### src/rtl/lamp_pwm_pkg.sv
package lamp_pwm_pkg;

  typedef enum logic [1:0] {
    MODE_OFF  = 2'd0,
    MODE_ON   = 2'd1,
    MODE_PWM  = 2'd2,
    MODE_PWM2 = 2'd3
  } lamp_mode_e;

  localparam logic [1:0] ADDR_CFG = 2'd0;
  localparam logic [1:0] ADDR_LIM = 2'd1;
  localparam logic [1:0] ADDR_DLY = 2'd2;

  localparam int CFG_SRC_BIT = 2;
  localparam int CFG_UPD_BIT = 3;

endpackage

### src/rtl/lamp_pwm_regs.sv
module lamp_pwm_regs
  import lamp_pwm_pkg::*;
#(
  parameter int DUTY_W = 8,
  parameter int LD_W   = 12,
  parameter int DATA_W = 16
) (
  input  logic              clk_i,
  input  logic              rst_ni,
  input  logic              wr_i,
  input  logic [1:0]        addr_i,
  input  logic [DATA_W-1:0] wdata_i,
  input  logic              wrap_i,
  output lamp_mode_e        mode_o,
  output logic              fast_o,
  output logic              upd_o,
  output logic [DUTY_W-1:0] duty_o,
  output logic [LD_W-1:0]   ld_act_o,
  output logic [DATA_W-1:0] rdata_o
);

  lamp_mode_e        mode_q, mode_d;
  logic              fast_q, fast_d;
  logic              upd_q, upd_d;
  logic [DUTY_W-1:0] duty_q, duty_d;
  logic [LD_W-1:0]   hold_q, hold_d;
  logic [LD_W-1:0]   act_q, act_d;

  always_comb begin
    mode_d = mode_q;
    fast_d = fast_q;
    upd_d  = upd_q;
    duty_d = duty_q;
    hold_d = hold_q;
    act_d  = act_q;
    if (wrap_i && upd_q) begin
      act_d = hold_q;
      upd_d = 1'b0;
    end
    if (wr_i) begin
      case (addr_i)
        ADDR_CFG: begin
          mode_d = lamp_mode_e'(wdata_i[1:0]);
          fast_d = wdata_i[CFG_SRC_BIT];
          if (wdata_i[CFG_UPD_BIT]) upd_d = 1'b1;
        end
        ADDR_LIM: duty_d = wdata_i[DUTY_W-1:0];
        ADDR_DLY: hold_d = wdata_i[LD_W-1:0];
        default: ;
      endcase
    end
  end

  always_ff @(posedge clk_i or negedge rst_ni) begin
    if (!rst_ni) begin
      mode_q <= MODE_OFF;
      fast_q <= 1'b0;
      upd_q  <= 1'b0;
      duty_q <= '0;
      hold_q <= '0;
      act_q  <= '0;
    end else begin
      mode_q <= mode_d;
      fast_q <= fast_d;
      upd_q  <= upd_d;
      duty_q <= duty_d;
      hold_q <= hold_d;
      act_q  <= act_d;
    end
  end

  always_comb begin
    rdata_o = '0;
    case (addr_i)
      ADDR_CFG: begin
        rdata_o[1:0]         = mode_q;
        rdata_o[CFG_SRC_BIT] = fast_q;
        rdata_o[CFG_UPD_BIT] = upd_q;
      end
      ADDR_LIM: rdata_o[DUTY_W-1:0] = duty_q;
      ADDR_DLY: rdata_o[LD_W-1:0]   = hold_q;
      default: ;
    endcase
  end

  assign mode_o   = mode_q;
  assign fast_o   = fast_q;
  assign upd_o    = upd_q;
  assign duty_o   = duty_q;
  assign ld_act_o = act_q;

endmodule

### src/rtl/lamp_pwm_prescaler.sv
module lamp_pwm_prescaler #(
  parameter int PRE_W = 8,
  parameter int LD_W  = 12
) (
  input  logic            clk_i,
  input  logic            rst_ni,
  input  logic            run_i,
  input  logic            clr_i,
  input  logic            tick_i,
  input  logic [LD_W-1:0] ld_i,
  output logic            step_o
);

  localparam int CNT_W = PRE_W + LD_W;

  logic [CNT_W-1:0] cnt_q, cnt_d;
  logic [CNT_W-1:0] limit;
  logic             adv;

  assign limit  = {ld_i, {PRE_W{1'b1}}};
  assign adv    = run_i && tick_i;
  assign step_o = adv && (cnt_q >= limit);

  always_comb begin
    cnt_d = cnt_q;
    if (clr_i)       cnt_d = '0;
    else if (step_o) cnt_d = '0;
    else if (adv)    cnt_d = cnt_q + 1'b1;
  end

  always_ff @(posedge clk_i or negedge rst_ni) begin
    if (!rst_ni) cnt_q <= '0;
    else         cnt_q <= cnt_d;
  end

endmodule

### src/rtl/lamp_pwm_core.sv
module lamp_pwm_core
  import lamp_pwm_pkg::*;
#(
  parameter int DUTY_W = 8
) (
  input  logic              clk_i,
  input  logic              rst_ni,
  input  logic              clr_i,
  input  logic              step_i,
  input  lamp_mode_e        mode_i,
  input  logic [DUTY_W-1:0] duty_i,
  output logic              wrap_o,
  output logic [DUTY_W-1:0] cnt_o,
  output logic              led_o
);

  logic [DUTY_W-1:0] cnt_q, cnt_d;

  assign wrap_o = step_i && (cnt_q == {DUTY_W{1'b1}});

  always_comb begin
    cnt_d = cnt_q;
    if (clr_i)       cnt_d = '0;
    else if (step_i) cnt_d = cnt_q + 1'b1;
  end

  always_ff @(posedge clk_i or negedge rst_ni) begin
    if (!rst_ni) cnt_q <= '0;
    else         cnt_q <= cnt_d;
  end

  always_comb begin
    case (mode_i)
      MODE_OFF: led_o = 1'b0;
      MODE_ON:  led_o = 1'b1;
      default:  led_o = (duty_i == {DUTY_W{1'b1}}) ? 1'b1 : (cnt_q < duty_i);
    endcase
  end

  assign cnt_o = cnt_q;

endmodule

### src/rtl/lamp_pwm.sv
module lamp_pwm
  import lamp_pwm_pkg::*;
#(
  parameter int PRE_W  = 8,
  parameter int DUTY_W = 8,
  parameter int LD_W   = 12,
  parameter int DATA_W = 16
) (
  input  logic              clk_i,
  input  logic              rst_ni,
  input  logic              tick_slow_i,
  input  logic              tick_fast_i,
  input  logic              reg_wr_i,
  input  logic [1:0]        reg_addr_i,
  input  logic [DATA_W-1:0] reg_wdata_i,
  output logic [DATA_W-1:0] reg_rdata_o,
  output logic              led_o
);

  lamp_mode_e        mode;
  logic              fast_sel;
  logic              upd_pend;
  logic [DUTY_W-1:0] duty;
  logic [LD_W-1:0]   ld_act;
  logic              run;
  logic              clr;
  logic              tick_sel;
  logic              step;
  logic              wrap;
  logic [DUTY_W-1:0] pwm_cnt;

  assign run      = (mode == MODE_PWM) || (mode == MODE_PWM2);
  assign clr      = (mode == MODE_OFF);
  assign tick_sel = fast_sel ? tick_fast_i : tick_slow_i;

  lamp_pwm_regs #(
    .DUTY_W(DUTY_W), .LD_W(LD_W), .DATA_W(DATA_W)
  ) u_regs (
    .clk_i   (clk_i),
    .rst_ni  (rst_ni),
    .wr_i    (reg_wr_i),
    .addr_i  (reg_addr_i),
    .wdata_i (reg_wdata_i),
    .wrap_i  (wrap),
    .mode_o  (mode),
    .fast_o  (fast_sel),
    .upd_o   (upd_pend),
    .duty_o  (duty),
    .ld_act_o(ld_act),
    .rdata_o (reg_rdata_o)
  );

  lamp_pwm_prescaler #(
    .PRE_W(PRE_W), .LD_W(LD_W)
  ) u_pre (
    .clk_i (clk_i),
    .rst_ni(rst_ni),
    .run_i (run),
    .clr_i (clr),
    .tick_i(tick_sel),
    .ld_i  (ld_act),
    .step_o(step)
  );

  lamp_pwm_core #(
    .DUTY_W(DUTY_W)
  ) u_core (
    .clk_i (clk_i),
    .rst_ni(rst_ni),
    .clr_i (clr),
    .step_i(step),
    .mode_i(mode),
    .duty_i(duty),
    .wrap_o(wrap),
    .cnt_o (pwm_cnt),
    .led_o (led_o)
  );

endmodule

### config.mk
export PLATFORM = sky130hd
export DESIGN_NAME = lamp_pwm
export DESIGN_NICKNAME = d
export VERILOG_FILES = /design/src/rtl/lamp_pwm_pkg.sv /design/src/rtl/lamp_pwm_regs.sv /design/src/rtl/lamp_pwm_prescaler.sv /design/src/rtl/lamp_pwm_core.sv /design/src/rtl/lamp_pwm.sv
export SDC_FILE = /design/constraint.sdc
export NUM_CORES = 1
export LEC_CHECK = 0
export BUFFER_PORTS_ARGS = -buffer_cell sky130_fd_sc_hd__buf_2
export CORE_MARGIN = 1.5
export CORE_UTILIZATION = 30
export CTS_CLUSTER_SIZE = 28
export DETAILED_ROUTE_END_ITERATION = 10
export SLEW_MARGIN = 20
export SYNTH_ARGS = -nofsm -noshare
export SYNTH_HDL_FRONTEND = slang
export SYNTH_SLANG_ARGS = --single-unit
export TNS_END_PERCENT = 30
### constraint.sdc
create_clock -name clk_i -period 2.6 [get_ports clk_i]
set_input_delay 0 -clock clk_i [delete_from_list [all_inputs] [get_ports clk_i]]
set_output_delay 0 -clock clk_i [all_outputs]
set_load 0.005 [all_outputs]
==> results.cfg <==
[drt]
first_pass_iters = 5
drt_iter0_markers = 141
route.detailed.drc = 0
antenna_left = 0
finalWirelength_um = 7520
wl_per_cell_um = 14.1
via_per_inst = 4.87
vias = 2594

[place]
numPortBuffers = 31
place_congestion = 0.844
place_hpwl_um = 5610

[setup_path]
cp-end-kind = flip-flop
critPathMaxStageDelay_ns = 0.46
crit_required_ns = 2.81
critPathLaunchType = flip-flop
crit_type = flip-flop to flip-flop
crit_chain = ha_1 -> a211oi_1 -> nor2_1 -> o31ai_2 -> nand2_4 -> nand3_4 -> mux2_2
crit_fanout = 12
crit_path_top_delay_cell = o31ai_2
worstPathArrival_ns = 2.63

[layout]
drive_gt1_share_pct = 25.4
synthToLayoutAreaGrowth_pct = 20.3
ff_latch_area_um2 = 1600
fillerInstances = 1145
fin_nets = 433
insertedDiodeCount = 0
multi_input_area_um2 = 1870

[floorplanning]
coreArea_um2 = 11600
die_h_um = 113
die_area_um2 = 12700
die_w_um = 113
start_util_pct = 31.2
io_pins = 40
std_cell_rows = 39

[grt]
antenna_found_initial = 0
grt_usage_pct = 13.1
grt_max_degree = 37
gr-max-usage-layer = met2
grt_pass1_vias = 2560
grt_overflow = 0
grt_pass1_wl_um = 13200
gr-usage-met2_pct = 20.7
met3_usage_pct = 3.59
use_met1_pct = 17.6

[yosys]
synthTopCellsByArea = dfrtp_1 (44%), ha_1 (8.6%), mux2_2 (7.8%)
yosys.area.top_type_share_pct = 44.2
syn-instance-count = 333
yosysSeqAreaShare_pct = 44.2
synth_edf_count = 0
syn_avg_cell_area_um2 = 10.9
synth.cell_area_um2 = 3620
yosys_warnings = 0
ys_dominant_reg_cell = dfrtp_1
ys_ff_latch = 64
synth_area_leader_cell = dfrtp_1
synth_cell_type_count = 45
async_flop_share_pct = 100

[cts]
clk_transition_reported_paths_ns = 0.06
clock_latency_ns = 0.33
cts_tree = yes
htreeDepth = 3
cts.sinks = 64
ctsResizeCount = 0
numCtsBuffers = 9
cts_setup_buffers = 0
clk_path_buf_depth = 2
root_buffer = clkbuf_16

[hold_path]
worstHoldPathType = input pin to asynchronous set/reset pin

[timing]
fmax_ghz = 0.413
rsz0062_at_grt = no
finalHoldViolations = 0
final.setup_skew_ns = 0.00715
worst_slew_pin_slew_ns = 0.832
slew_headroom_pct = 44.5
fin_crit_sh_pct = 93.1
slew_viol_final = 0
period_needed_ns = 2.42
setup_tns_ns = 0
finalSetupViolCount = 0

[run_status]
status = finished, final reports clean

[power]
intPower_mw = 1.93
power_leakage_nw = 2.03
switching_share_pct = 27.3
power_density_nw_per_um2 = 608
p_seq_share_pct = 44.0
ir_drop_uv = 409
power.switching_mw = 0.722
p_comb_share_pct = 13.6
finalPower_mw = 2.65
clkPwrFrac_pct = 42.4

[job]
max_cap_viol_count = 0
-- placed cells by master (no fill, tap or decap), types with 11 or more instances in the layout --
cell type | synthesis | layout
xnor2_1 | 13 | 13
nor2_1 | 35 | 35
buf_2 | 2 | 31
nand2_1 | 20 | 20
dlygate4sd3_1 | 0 | 14
inv_1 | 25 | 25
dfrtp_1 | 64 | 64
nand3_1 | 13 | 13
mux2_2 | 25 | 25
ha_1 | 25 | 25
nand4_1 | 11 | 11
-- layout make-up --
type / count / area share [%]
clock inverters: 6 / 1.01
multi-input cells: 235 / 42.8
inverters: 25 / 2.15
clock buffers: 10 / 5.49
flip-flops and latches: 64 / 36.8
well taps: 143 / 4.11
repair buffers: 50 / 7.64
-- metrics by stage --
stage | utilization (%) | area [µm²] | instances | hold WS (ns) | setup WS, ns
detailed placement | 33.9 | 3930 | 503 | 0.154 | 0.178
global placement | 33.9 | 3930 | 503 | 0.152 | 0.188
global route | 37.5 | 4360 | 533 | 0.368 | 0.00502
CTS | 37.5 | 4360 | 533 | 0.335 | 0.164
finish | 37.5 | 4360 | 533 | 0.327 | 0.179
floorplan | - | 3630 | 336 | -0.296 | 0.365
-- synthesized netlist by cell type, types with 2 or more instances --
master,instances
a2111oi_4,2
a211oi_1,2
a21o_1,3
a21oi_1,9
a222oi_1,4
a22oi_1,4
and2_1,6
and3_1,3
buf_2,2
buf_4,4
clkbuf_1,4
dfrtp_1,64
ha_1,25
inv_1,25
mux2_2,25
mux2_4,10
mux2i_1,5
nand2_1,20
nand2b_1,3
nand3_1,13
nand4_1,11
nor2_1,35
nor2b_1,5
nor3_1,3
nor4_2,2
o21ai_0,7
xnor2_1,13
xor2_1,7
-- worst max-delay path: cells and delay by family, from the launching register on --
kind            cells  cell delay [ns]
compound gates      2             0.69
simple gates        3             0.51
flops               1             0.43
mux                 1             0.36
fa+ha+maj           1             0.31
-- flip-flops by register name, indices dropped and copies added, names as in the netlist --
register / flops
u_pre.cnt_q: 20
u_regs.mode_o: 2
u_regs.fast_o: 1
u_regs.hold_q: 12
u_regs.ld_act_o: 12
u_regs.duty_o: 8
u_regs.upd_o: 1
u_core.cnt_o: 8
-- path summary, 6_finish.rpt --
check	startpoint	end	slack (ns)	depth (start not counted)
setup / recovery	u_pre.cnt_q[13]	u_regs.ld_act_o[10]	0.18	7
hold / removal	rst_ni	u_regs.ld_act_o[11]	0.33	2
setup reg to reg	u_pre.cnt_q[13]	u_regs.ld_act_o[10]	0.18	7
hold reg to reg	u_regs.ld_act_o[8]	u_regs.ld_act_o[8]	0.51	1
max in group asynchronous	rst_ni	u_pre.cnt_q[3]	1.55	3
min in group clk_i	tick_slow_i	u_pre.cnt_q[1]	0.33	5
-- repair_timing --
action                     4_1_cts  5_1_grt
hold buffers                    14        0
setup endpoints to repair        0        0
hold endpoints to repair        58        0
-- cells by family after synthesis --
group / synth area share (%)
adders and majority gates: 8.64
buffers and inverters: 4.53
other: 0.104
DFF: 44.2
muxes: 13.9
xor gates and xnor gates: 4.84
AOI/OAI and AO/OA: 8.54
and+or+nand+nor: 15.2
-- power by group through the flow --
stage / combinational, mW / clock (mW) / sequential (mW)
2_1_floorplan: 0.238 / 0 / 1.15
3_3_place_gp: 0.339 / 0 / 1.18
3_5_place_dp: 0.347 / 0 / 1.18
4_1_cts: 0.365 / 1.15 / 1.17
5_1_grt: 0.401 / 1.20 / 1.18
6_report: 0.361 / 1.12 / 1.16
-- routing by layer --
layer	up-vias	share of wire, %
met5	-	0
li1	1261	-
met2	56	48
met3	4	3.3
met1	1273	48
met4	0	0.88
(Power assumes the default switching activity.)
